**src/rtl/cpu_inject_fmt.sv**
```systemverilog
module cpu_inject_fmt #(
  parameter int HDR_WORDS   = 4,
  parameter int MIN_WORDS   = 15,
  parameter int LEN_W       = 16,
  parameter int CNT_W       = 32,
  parameter int TIMEOUT_CYC = 5000
) (
  input  logic                   clk,
  input  logic                   rst_n,
  input  logic                   start,
  input  logic [LEN_W-1:0]       len_in,
  input  logic [32*HDR_WORDS-1:0] hdr_in,
  output logic                   req_ready,
  output logic                   busy,
  input  logic                   q_ready,
  input  logic                   in_valid,
  input  logic [7:0]             in_data,
  output logic                   in_ready,
  output logic                   wr_valid,
  output logic [31:0]            wr_data,
  output logic                   ctl_valid,
  output logic                   ctl_sof,
  output logic                   ctl_eof,
  output logic [1:0]             ctl_gap,
  output logic [1:0]             ctl_vld,
  input  logic                   wm_reached,
  output logic                   tx_pause,
  output logic                   wm_clr,
  output logic [CNT_W-1:0]       frames_tx,
  output logic [CNT_W-1:0]       bytes_tx,
  output logic [CNT_W-1:0]       drops
);
  localparam int HIDX_W    = $clog2(HDR_WORDS + 1);
  localparam int TMR_W     = $clog2(TIMEOUT_CYC + 1);
  localparam int MIN_BYTES = 4 * MIN_WORDS;

  typedef enum logic [3:0] {
    S_IDLE, S_SOF, S_HDR, S_GATH, S_DWR, S_PAD, S_EOF, S_CRC, S_WM, S_PAUSE
  } st_t;

  st_t                    state;
  logic [LEN_W-1:0]       len_q, bcnt, wcnt;
  logic [HIDX_W-1:0]      hidx;
  logic [32*HDR_WORDS-1:0] hdr_q;
  logic [31:0]            word_q;
  logic [TMR_W-1:0]       tmr;
  logic                   busy_q;

  wire accept   = start && req_ready && q_ready;
  wire refuse   = start && req_ready && !q_ready;
  wire take     = in_valid && in_ready;
  wire last_b   = (bcnt + 1'b1) == len_q;
  wire tmr_done = tmr == TMR_W'(TIMEOUT_CYC - 1);

  assign req_ready = state == S_IDLE;
  assign in_ready  = state == S_GATH;
  assign busy      = busy_q;
  assign tx_pause  = state == S_PAUSE;
  assign wm_clr    = tx_pause && tmr_done && wm_reached;

  assign wr_valid  = state inside {S_HDR, S_DWR, S_PAD, S_CRC};
  assign wr_data   = (state == S_HDR) ? hdr_q[32*int'(hidx) +: 32] :
                     (state == S_DWR) ? word_q : 32'd0;
  assign ctl_sof   = state == S_SOF;
  assign ctl_eof   = state == S_EOF;
  assign ctl_valid = ctl_sof || ctl_eof;
  assign ctl_gap   = ctl_valid ? 2'd1 : 2'd0;
  assign ctl_vld   = (ctl_eof && len_q >= LEN_W'(MIN_BYTES)) ? len_q[1:0] : 2'd0;

  always_ff @(posedge clk) begin
    if (!rst_n) begin
      state     <= S_IDLE;
      len_q     <= '0;
      bcnt      <= '0;
      wcnt      <= '0;
      hidx      <= '0;
      hdr_q     <= '0;
      word_q    <= '0;
      tmr       <= '0;
      busy_q    <= 1'b0;
      frames_tx <= '0;
      bytes_tx  <= '0;
      drops     <= '0;
    end else begin
      busy_q <= refuse;
      if (refuse) drops <= drops + 1'b1;
      case (state)
        S_IDLE: if (accept) begin
          state     <= S_SOF;
          len_q     <= len_in;
          hdr_q     <= hdr_in;
          bcnt      <= '0;
          wcnt      <= '0;
          hidx      <= '0;
          word_q    <= '0;
          frames_tx <= frames_tx + 1'b1;
          bytes_tx  <= bytes_tx + CNT_W'(len_in);
        end
        S_SOF: state <= S_HDR;
        S_HDR: begin
          hidx <= hidx + 1'b1;
          if (hidx == HIDX_W'(HDR_WORDS - 1))
            state <= (len_q == '0) ? S_PAD : S_GATH;
        end
        S_GATH: if (take) begin
          word_q[8*int'(bcnt[1:0]) +: 8] <= in_data;
          bcnt <= bcnt + 1'b1;
          if (bcnt[1:0] == 2'd3 || last_b) state <= S_DWR;
        end
        S_DWR: begin
          word_q <= '0;
          wcnt   <= wcnt + 1'b1;
          if (bcnt != len_q)                         state <= S_GATH;
          else if (wcnt + 1'b1 < LEN_W'(MIN_WORDS))  state <= S_PAD;
          else                                       state <= S_EOF;
        end
        S_PAD: begin
          wcnt <= wcnt + 1'b1;
          if (wcnt + 1'b1 >= LEN_W'(MIN_WORDS)) state <= S_EOF;
        end
        S_EOF: state <= S_CRC;
        S_CRC: state <= S_WM;
        S_WM: begin
          tmr   <= '0;
          state <= wm_reached ? S_PAUSE : S_IDLE;
        end
        S_PAUSE: begin
          tmr <= tmr + 1'b1;
          if (tmr_done) state <= S_IDLE;
        end
        default: state <= S_IDLE;
      endcase
    end
  end

  assert_busy_cause_R1: assert property (@(posedge clk) disable iff (!rst_n)
    busy |-> $past(start && !q_ready) && !wr_valid && !ctl_valid);
  assert_hdr_after_sof_R2: assert property (@(posedge clk) disable iff (!rst_n)
    ctl_sof |=> wr_valid && !ctl_valid);
  assert_one_strobe_R3: assert property (@(posedge clk) disable iff (!rst_n)
    $onehot0({wr_valid, ctl_valid}));
  assert_pad_min_R5: assert property (@(posedge clk) disable iff (!rst_n)
    ctl_eof |-> wcnt >= LEN_W'(MIN_WORDS));
  assert_crc_after_eof_R7: assert property (@(posedge clk) disable iff (!rst_n)
    ctl_eof |=> wr_valid && wr_data == 32'd0);
  assert_pause_blocks_R8: assert property (@(posedge clk) disable iff (!rst_n)
    tx_pause |-> !req_ready && !in_ready);
  assert_clr_gated_R9: assert property (@(posedge clk) disable iff (!rst_n)
    wm_clr |-> wm_reached && tx_pause ##1 req_ready);
endmodule

```
**config.mk**
```make
export PLATFORM = sky130hd
export DESIGN_NAME = cpu_inject_fmt
export DESIGN_NICKNAME = d
export VERILOG_FILES = /design/src/rtl/cpu_inject_fmt.sv
export SDC_FILE = /design/constraint.sdc
export NUM_CORES = 1
export LEC_CHECK = 0
export ABC_AREA = 1
export BUFFER_PORTS_ARGS = -buffer_cell sky130_fd_sc_hd__buf_4
export CAP_MARGIN = 30
export CORE_ASPECT_RATIO = 0.7
export CORE_MARGIN = 2
export CORE_UTILIZATION = 61
export CTS_CLUSTER_DIAMETER = 150
export DETAILED_ROUTE_END_ITERATION = 12
export PLACE_DENSITY = 0.86
export SETUP_SLACK_MARGIN = 0.1
export SYNTH_ARGS = -nofsm -noshare
export SYNTH_HDL_FRONTEND = slang
export SYNTH_SLANG_ARGS = --single-unit
```
**constraint.sdc**
```tcl
create_clock -name clk -period 6.5 [get_ports clk]
set_input_delay 1.95 -clock clk [delete_from_list [all_inputs] [get_ports clk]]
set_output_delay 1.95 -clock clk [all_outputs]
set_load 0.02 [all_outputs]
```
# Word level (Yosys, flattened, before mapping)
# Cells that the tools add are included.
# word_totals
in_bits	158
wordCells	97
out_inout_bits	141
regBits	325
# classes
n_eq_ne	20
n_addsub	8
muxes	26
magnitude_cmp	3
reduce_logical	25
shifts	3
# op_table
operator	n
$mux 32	4
$shiftx 128x9->32	1
$pmux 32 s3	1
$add 32x1->32 const B	2
$pmux 16 s2	2
$pmux 4 s10	1
$neg 5->33	1
$shift 8x33->32 const A	1
$shiftx 8x33->32	1
$add 16x1->16 const B	2
$add 32x16->32	1
$bwmux 32	1
$mux 16	2
$mux 4	7
$pmux 13 s2	1
$eq 16x16->1	1
$eq 4x3->1 const B	4
$ge 16x4->1 const B	1
$ge 16x6->1 const B	1
$logic_not 16->1	1
$lt 16x4->1 const B	1
$ne 16x16->1	1
$add 13x1->13 const B	1
$eq 13x13->1 const B	1
other kinds (22)	45

# Depth between registers and ports, before layout
# Gate-level depths: netlist of the first run.
# logic_depth
depth_word	6
mapped_depth	16
mapped_depth_nobuf	16

# Worst setup path before layout of the first run
# No wires, ideal clock.
# synth_timing
path_kind	input -> output
start	input port wm_reached
end	output port wm_clr
required_time_ps	4550
arrival_time_ps	2293
path_slack_ps	2257
path_buffers	0
stages	2
path_cell_list	nand2_1 -> nor2_1
# synth_via
elab_chain_cells	1
# synth_rtl
item	line_no	rtl
start: declaration	26	input logic wm_reached,
$logic_and 1x1->1	59	assign wm_clr = tx_pause && tmr_done && wm_reached;
end: declaration	28	output logic wm_clr,
# Every way passes these cells.

# Worst setup path after layout of the first run
# layout_timing
start	register state[1]
end	output port wr_data[15]
# layout_via
elab_chain_cells	3
word_cells_on_any_way	4
classes_between	eq/ne (2); mux (2)
# layout_rtl
item	line_no	rtl
start: declaration	41	st_t state;
start signal: assignment	103	state <= (len_q == '0) ? S_PAD : S_GATH;
start signal: assignment	125	state <= wm_reached ? S_PAUSE : S_IDLE;
$eq 4x3->1	63	(state == S_DWR) ? word_q : 32'd0;
$mux 32	63	
$mux 32 (*)	62	assign wr_data = (state == S_HDR) ? hdr_q[32*int'(hidx) +: 32] :
end: declaration	20	output logic [31:0] wr_data,
# Mark *: on every way between the ends. The rest lies on a longest branch, timed or not.

==> results of run 1 <==
==> flip-flops by register name, indices dropped and copies added (netlist names) <==
register / count
hdr_q: 128
bytes_tx: 32
drops: 32
frames_tx: 32
word_q: 32
bcnt: 16
len_q: 16
wcnt: 16
tmr: 13
state: 4
hidx: 3
busy: 1
==> placed cells by master (no fill, tap or decap), types with 34 or more instances in the layout <==
cell type,count
nand2_1,322
inv_1,199
nor3_1,51
a21oi_1,147
xor2_1,34
o22ai_1,36
o21ai_0,302
nor2_1,543
nand3_1,95
buf_4,305
dfxtp_1,324
==> worst paths after layout <==
kind	start	to	slack, ps	depth (start not counted)
setup / recovery	state[1]	wr_data[15]	1570	5
hold / removal	word_q[22]	word_q[22]	460	2
setup reg to reg	state[0]	frames_tx[25]	3570	10
hold reg to reg	word_q[22]	word_q[22]	460	2
==> kinds of logic after synthesis <==
group           Yosys count  synth area share
flops                   325             0.399
simple gates           1100             0.285
fa+ha+maj                29            0.0227
xor+xnor                 49            0.0263
compound gates          565             0.191
other cells               1          0.000230
buf+inv                 323            0.0762
==> where the power goes <==
part | leakage (nW) | internal [mW] | switching, mW
logic | 5.34 | 0.571 | 1.14
registers | 2.65 | 2.25 | 0.164
clock network | 0.535 | 1.11 | 0.809
total | 8.53 | 3.93 | 2.11
==> worst min-delay path: stages, from the launching register on <==
cell,delay [ps]
dfxtp_1,290
inv_1,60
a21oi_1,60
==> routing by layer <==
layer  GRT usage  wire (um)
met1       0.514      22000
met2       0.532      21800
met3      0.0835       5710
met4      0.0979       1380
met5           0          0
==> final cells by class <==
type                            instances  area [um^2]  area share
Multi-Input combinational cell       1744         8580       0.433
Sequential cell                       325         6510       0.329
Timing Repair Buffer                  310         2400       0.121
Clock buffer                           41          873      0.0441
Inverter                              213          803      0.0406
Tap cell                              364          455      0.0230
Clock inverter                         16          198     0.00998
==> per-stage QoR <==
| step | setup WS, ps | instances |
|---|---|---|
| after floorplan | 2260 | 2392 |
| after global placement | 2200 | 2951 |
| after detailed placement | 2170 | 2955 |
| after CTS | 1640 | 3012 |
| after global routing | 1470 | 3013 |
| final | 1570 | 3013 |
==> metrics.md, run 1 <==
| Metric | Value |
|---|---|
| Detailed Route Iter0 Violations | 1742 |
| CTS tree | yes |
| Result of the run | complete, no violations |
| Initial antenna violation count | 0 |
| Unrepaired setup endpoints after global routing | false |
| EDFF count, synth | 0 |
| Cell taking the most area after synthesis | dfxtp_1 |
| Syn_area_per_cell | 6.83 um^2 |
| Req. time, crit path | 4550 ps |
| PwrDens | 305 nW/um^2 |
| Die Wd | 200 um |
| Min Tclk post-route | 4930 ps |
| Crit Path Max Fanout | 19 |
| CP delay by family, top | buffers and inverters |
| Clock Sinks | 325 |
| Setup crit end kind | primary output |
| Number of fill cells | 2158 |
| Ranking of synthesized cells by area | dfxtp_1, nor2_1, o21ai_0 |
| Worst Skew | 13.0 ps |
| Ports | 299 |
| Worst Setup Start Kind | register |
| Synth Flop Type | dfxtp_1 |
| GP Congestion | 0.950 |
| Slowest CP cell | clkinv_1 |
| Area Overhead vs Synth | 21.3% |
| Worst stage delay on the critical path | 690 ps |
| Hpwl dp | 36000 um |
| ANT cells | 0 |
| Post-CTS resize count | 0 |
| Core Region | 26500 um^2 |
| Total grt overflow | 0 |
| DRT antenna net count | 0 |
| Crit Path Class | register to primary output |
| Fin. Hold Viols | 0 |
| Setup_tns | 0 ps |
| Maximum VDD drop | 0.209 mV |
| Synth warnings | 0 |
| CTS Buffer Depth | 3 |
| Final worst-path cycle share | 0.758 |
| Clock Pin Slew Worst Setup and Hold Paths | 70 ps |
| Port Buffers | 297 |
| GRT Total Usage | 0.356 |
| P_leak | 8.53 nW |
| Smallest hold slack | 457 ps |
| Post CTS Setup Buffer Count | 0 |
| Final Cell Area | 19800 um^2 |
| Area share of the largest cell type after synthesis | 0.399 |
| Root buf cell | clkbuf_16 |
| Final max-slew violation count | 0 |
| Mapped Cells | 2392 |
| Post-Syn Area | 16300 um^2 |
| Post-synthesis register bit count | 325 |
| Largest net degree at the start of global routing | 186 |
| Register area share after synthesis | 0.399 |
| DR vias | 17400 |
| Clock buffer count from CTS | 31 |
| Post-layout total power | 6.04 mW |
| Routed WL per cell | 16.9 um |
| Setup violators final | 0 |
| Share of cells above drive strength 1 | 0.156 |
| Die Area | 28100 um^2 |
| Max frequency | 203 MHz |
| Fraction of registers with async set/reset | 0 |
| Final core utilization | 0.747 |
| Die H | 141 um |
| Final wirelength | 50900 um |
| Layout Nets | 2812 |
| First-pass GRT wire length | 81200 um |
| H-tree depth | 1 |
| Bufs and invs on worst path | 2 |
| Std cell rows | 50 |
| Detailed Routing Iterations Pass 1 | 6 |
| DR DRC count | 0 |
| Clock Latency Late Sink | 590 ps |
| Dpl cell area | 18700 um^2 |
| Unique masters post-synth | 51 |
| Vias in the first global route | 15800 |
| Initial core utilization | 0.615 |
| CP cell instances | nor2_4 -> nand2_1 -> clkinv_1 -> a32o_1 -> buf_4 |
| Most numerous cell in the Yosys netlist | nor2_1 |
| Worst hold path type | register to register |
| Slew @ Worst Pin | 1030 ps |
| Worst EP arrival | 2980 ps |
| Max_cap viols | 0 |
| Net Count, Synth | 2579 |
| Synth cell count leaders | nor2_1, dfxtp_1, nand2_1 |
| Via density | 5.78 |
| Cts hold-fix bufs | 0 |
| Slew headroom | 0.306 |
Power figures use the tool's default switching activity.
==> inputs of run 2 (changes only) <==
--- a/config.mk
+++ b/config.mk
@@ -5,15 +5,15 @@
 export SDC_FILE = /design/constraint.sdc
 export NUM_CORES = 1
 export LEC_CHECK = 0
-export ABC_AREA = 1
+export ABC_AREA = 0
 export BUFFER_PORTS_ARGS = -buffer_cell sky130_fd_sc_hd__buf_4
 export CAP_MARGIN = 30
 export CORE_ASPECT_RATIO = 0.7
 export CORE_MARGIN = 2
-export CORE_UTILIZATION = 61
+export CORE_UTILIZATION = 50
 export CTS_CLUSTER_DIAMETER = 150
 export DETAILED_ROUTE_END_ITERATION = 12
-export PLACE_DENSITY = 0.86
+export PLACE_DENSITY = 0.76
 export SETUP_SLACK_MARGIN = 0.1
 export SYNTH_ARGS = -nofsm -noshare
 export SYNTH_HDL_FRONTEND = slang
==> constraint.sdc (replaced) <==
create_clock -name clk -period 4.05 [get_ports clk]
set_input_delay 1.215 -clock clk [delete_from_list [all_inputs] [get_ports clk]]
set_output_delay 1.215 -clock clk [all_outputs]
set_load 0.02 [all_outputs]
==> run 2 against run 1 <==
Against the previous run:
- flip-flop and latch count unchanged
- clock-buffer cell count up 6
- non-clock buffer count up 13
- final area down 2.9%
- sequential share of layout area up 0.98 points
- via count down 15%
- critical path depth unchanged
- first-iteration DRC count down 35%
- worst hold slack worse by 6.4 ps
==> metrics.md, run 2 <==
| Metric | Value |
|---|---|
| Detailed Route Iter0 Violations | 1134 |
| Most frequent cells in the layout | nand2_1, dfxtp_1, buf_4 |
| Clock Latency Late Sink | 520 ps |
| Setup_tns | 0 ps |
| Post-synthesis register bit count | 325 |
| Worst Setup Start Kind | register |
| Layout Nets | 2363 |
| Hold path cells | 2 |
| Post-Syn Area | 15600 um^2 |
| FF-to-FF path depth | 10 |
| Hpwl dp | 31200 um |
| Detailed Routing Iterations Pass 1 | 5 |
| Core Region | 30900 um^2 |
| GP Congestion | 0.896 |
| Net Count, Synth | 2134 |
| Ports | 299 |
| Setup violators final | 0 |
| Smallest hold slack | 450 ps |
| DR DRC count | 0 |
| DRT antenna net count | 0 |
| Top reg by flops | hdr_q |
| Die H | 152 um |
| Slew @ Worst Pin | 870 ps |
| Synth warnings | 0 |
| Crit Path Max Fanout | 32 |
| EDFF count, synth | 0 |
| Number of flip-flops under the largest register name | 128 |
| Synth cell count leaders | nand2_1, dfxtp_1, a21oi_1 |
| Min Tclk post-route | 3820 ps |
| Setup crit end kind | primary output |
| Max frequency | 262 MHz |
| Unrepaired setup endpoints after global routing | false |
| Mapped Cells | 1947 |
| Root buf cell | clkbuf_16 |
| Final wirelength | 44600 um |
| Number of fill cells | 2752 |
| H-tree depth | 2 |
| Worst EP arrival | 2610 ps |
| Post CTS Setup Buffer Count | 0 |
| Std cell rows | 54 |
| ANT cells | 0 |
| Routed WL per cell | 17.0 um |
| CTS Buffer Depth | 3 |
| PwrDens | 454 nW/um^2 |
| Initial antenna violation count | 1 |
| Clock Pin Slew Worst Setup and Hold Paths | 70 ps |
| Dpl cell area | 18100 um^2 |
| Total grt overflow | 0 |
| Final Cell Area | 19200 um^2 |
| Share of cells above drive strength 1 | 0.194 |
| Clock buffer count from CTS | 34 |
| Slew headroom | 0.417 |
| Worst hold path type | register to register |
| Req. time, crit path | 2830 ps |
| Vias in the first global route | 13400 |
| Ranking of synthesized cells by area | dfxtp_1, nand2_1, a21oi_1 |
| Fraction of registers with async set/reset | 0 |
| Commonest non-fill, non-tap cell in the layout | nand2_1 |
| GRT Total Usage | 0.260 |
| First-pass GRT wire length | 69500 um |
| Fin. Hold Viols | 0 |
| Crit Path Class | register to primary output |
| Port Buffers | 297 |
| Area Overhead vs Synth | 23.5% |
| CTS tree | yes |
| Initial core utilization | 0.504 |
| Syn_area_per_cell | 8.00 um^2 |
| Final core utilization | 0.622 |
| Largest net degree at the start of global routing | 115 |
| Maximum VDD drop | 0.290 mV |
| Via density | 5.66 |
| Post-layout total power | 8.73 mW |
| Cell taking the most area after synthesis | dfxtp_1 |
| Clock Sinks | 325 |
| Final worst-path cycle share | 0.944 |
| Unique masters post-synth | 68 |
| P_leak | 7.37 nW |
| Area share of the largest cell type after synthesis | 0.417 |
| Worst Skew | 25.3 ps |
| Most numerous cell in the Yosys netlist | nand2_1 |
| Result of the run | complete, no violations |
| Max_cap viols | 0 |
| Die Wd | 215 um |
| Register area share after synthesis | 0.417 |
| DR vias | 14800 |
| Die Area | 32600 um^2 |
| Synth Flop Type | dfxtp_1 |
| Final max-slew violation count | 0 |
run 2: power breakdown:
group | total (mW) | switching (mW) | internal [mW]
sequential | 3.58 | 0.164 | 3.41
clock | 3.22 | 1.29 | 1.93
combinational | 1.94 | 1.22 | 0.712
total | 8.73 | 2.68 | 6.05
run 2: final timing paths:
check,slack [ps],to,startpoint
setup / recovery,230,wr_data[30],state[0]
hold / removal,450,hdr_q[68],hdr_q[68]
setup reg to reg,580,state[0],bcnt[0]
hold reg to reg,450,hdr_q[68],hdr_q[68]
run 2: worst max-delay path, stage by stage (launching register included):
cell and delay, ps:
dfxtp_1 410, or4b_2 810, nor2_2 120, buf_4 370, a22o_1 210, buf_4 150
run 2: per-stage QoR:
stage | instances | setup WS, ps
after global routing | 2616 | 111
after global placement | 2559 | 244
after floorplan | 1947 | 384
final | 2616 | 228
after detailed placement | 2560 | 202
after CTS | 2616 | 133
run 2: layer usage:
| layer | vias up | wire length [um] | track usage |
|---|---|---|---|
| li1 | 7203 | - | - |
| met1 | 7025 | 20900 | 0.372 |
| met2 | 484 | 19700 | 0.395 |
| met3 | 88 | 2740 | 0.0509 |
| met4 | 2 | 1230 | 0.0859 |
| met5 | - | 13 | 0 |
run 2: cell type report:
class / instances / area [um^2] / area share
repair buffers: 323 / 2480 / 0.129
clock inverters: 9 / 153 / 0.00793
multi-input cells: 1467 / 8500 / 0.442
inverters: 25 / 101 / 0.00527
clock buffers: 47 / 971 / 0.0505
well taps: 420 / 526 / 0.0273
flip-flops and latches: 325 / 6510 / 0.338
run 2: cell families after synthesis:
group	after synthesis	synth area share
compound gates	428	0.160
xor+xnor	105	0.0590
fa+ha+maj	29	0.0238
buf+inv	155	0.0386
flops	325	0.417
mux	36	0.0489
other cells	1	0.000241
simple gates	868	0.252
run 2: repair_timing:
action / CTS / global route
hold buffers: 0 / 0
resized for setup: 0 / 1
setup endpoints to repair: 0 / 32
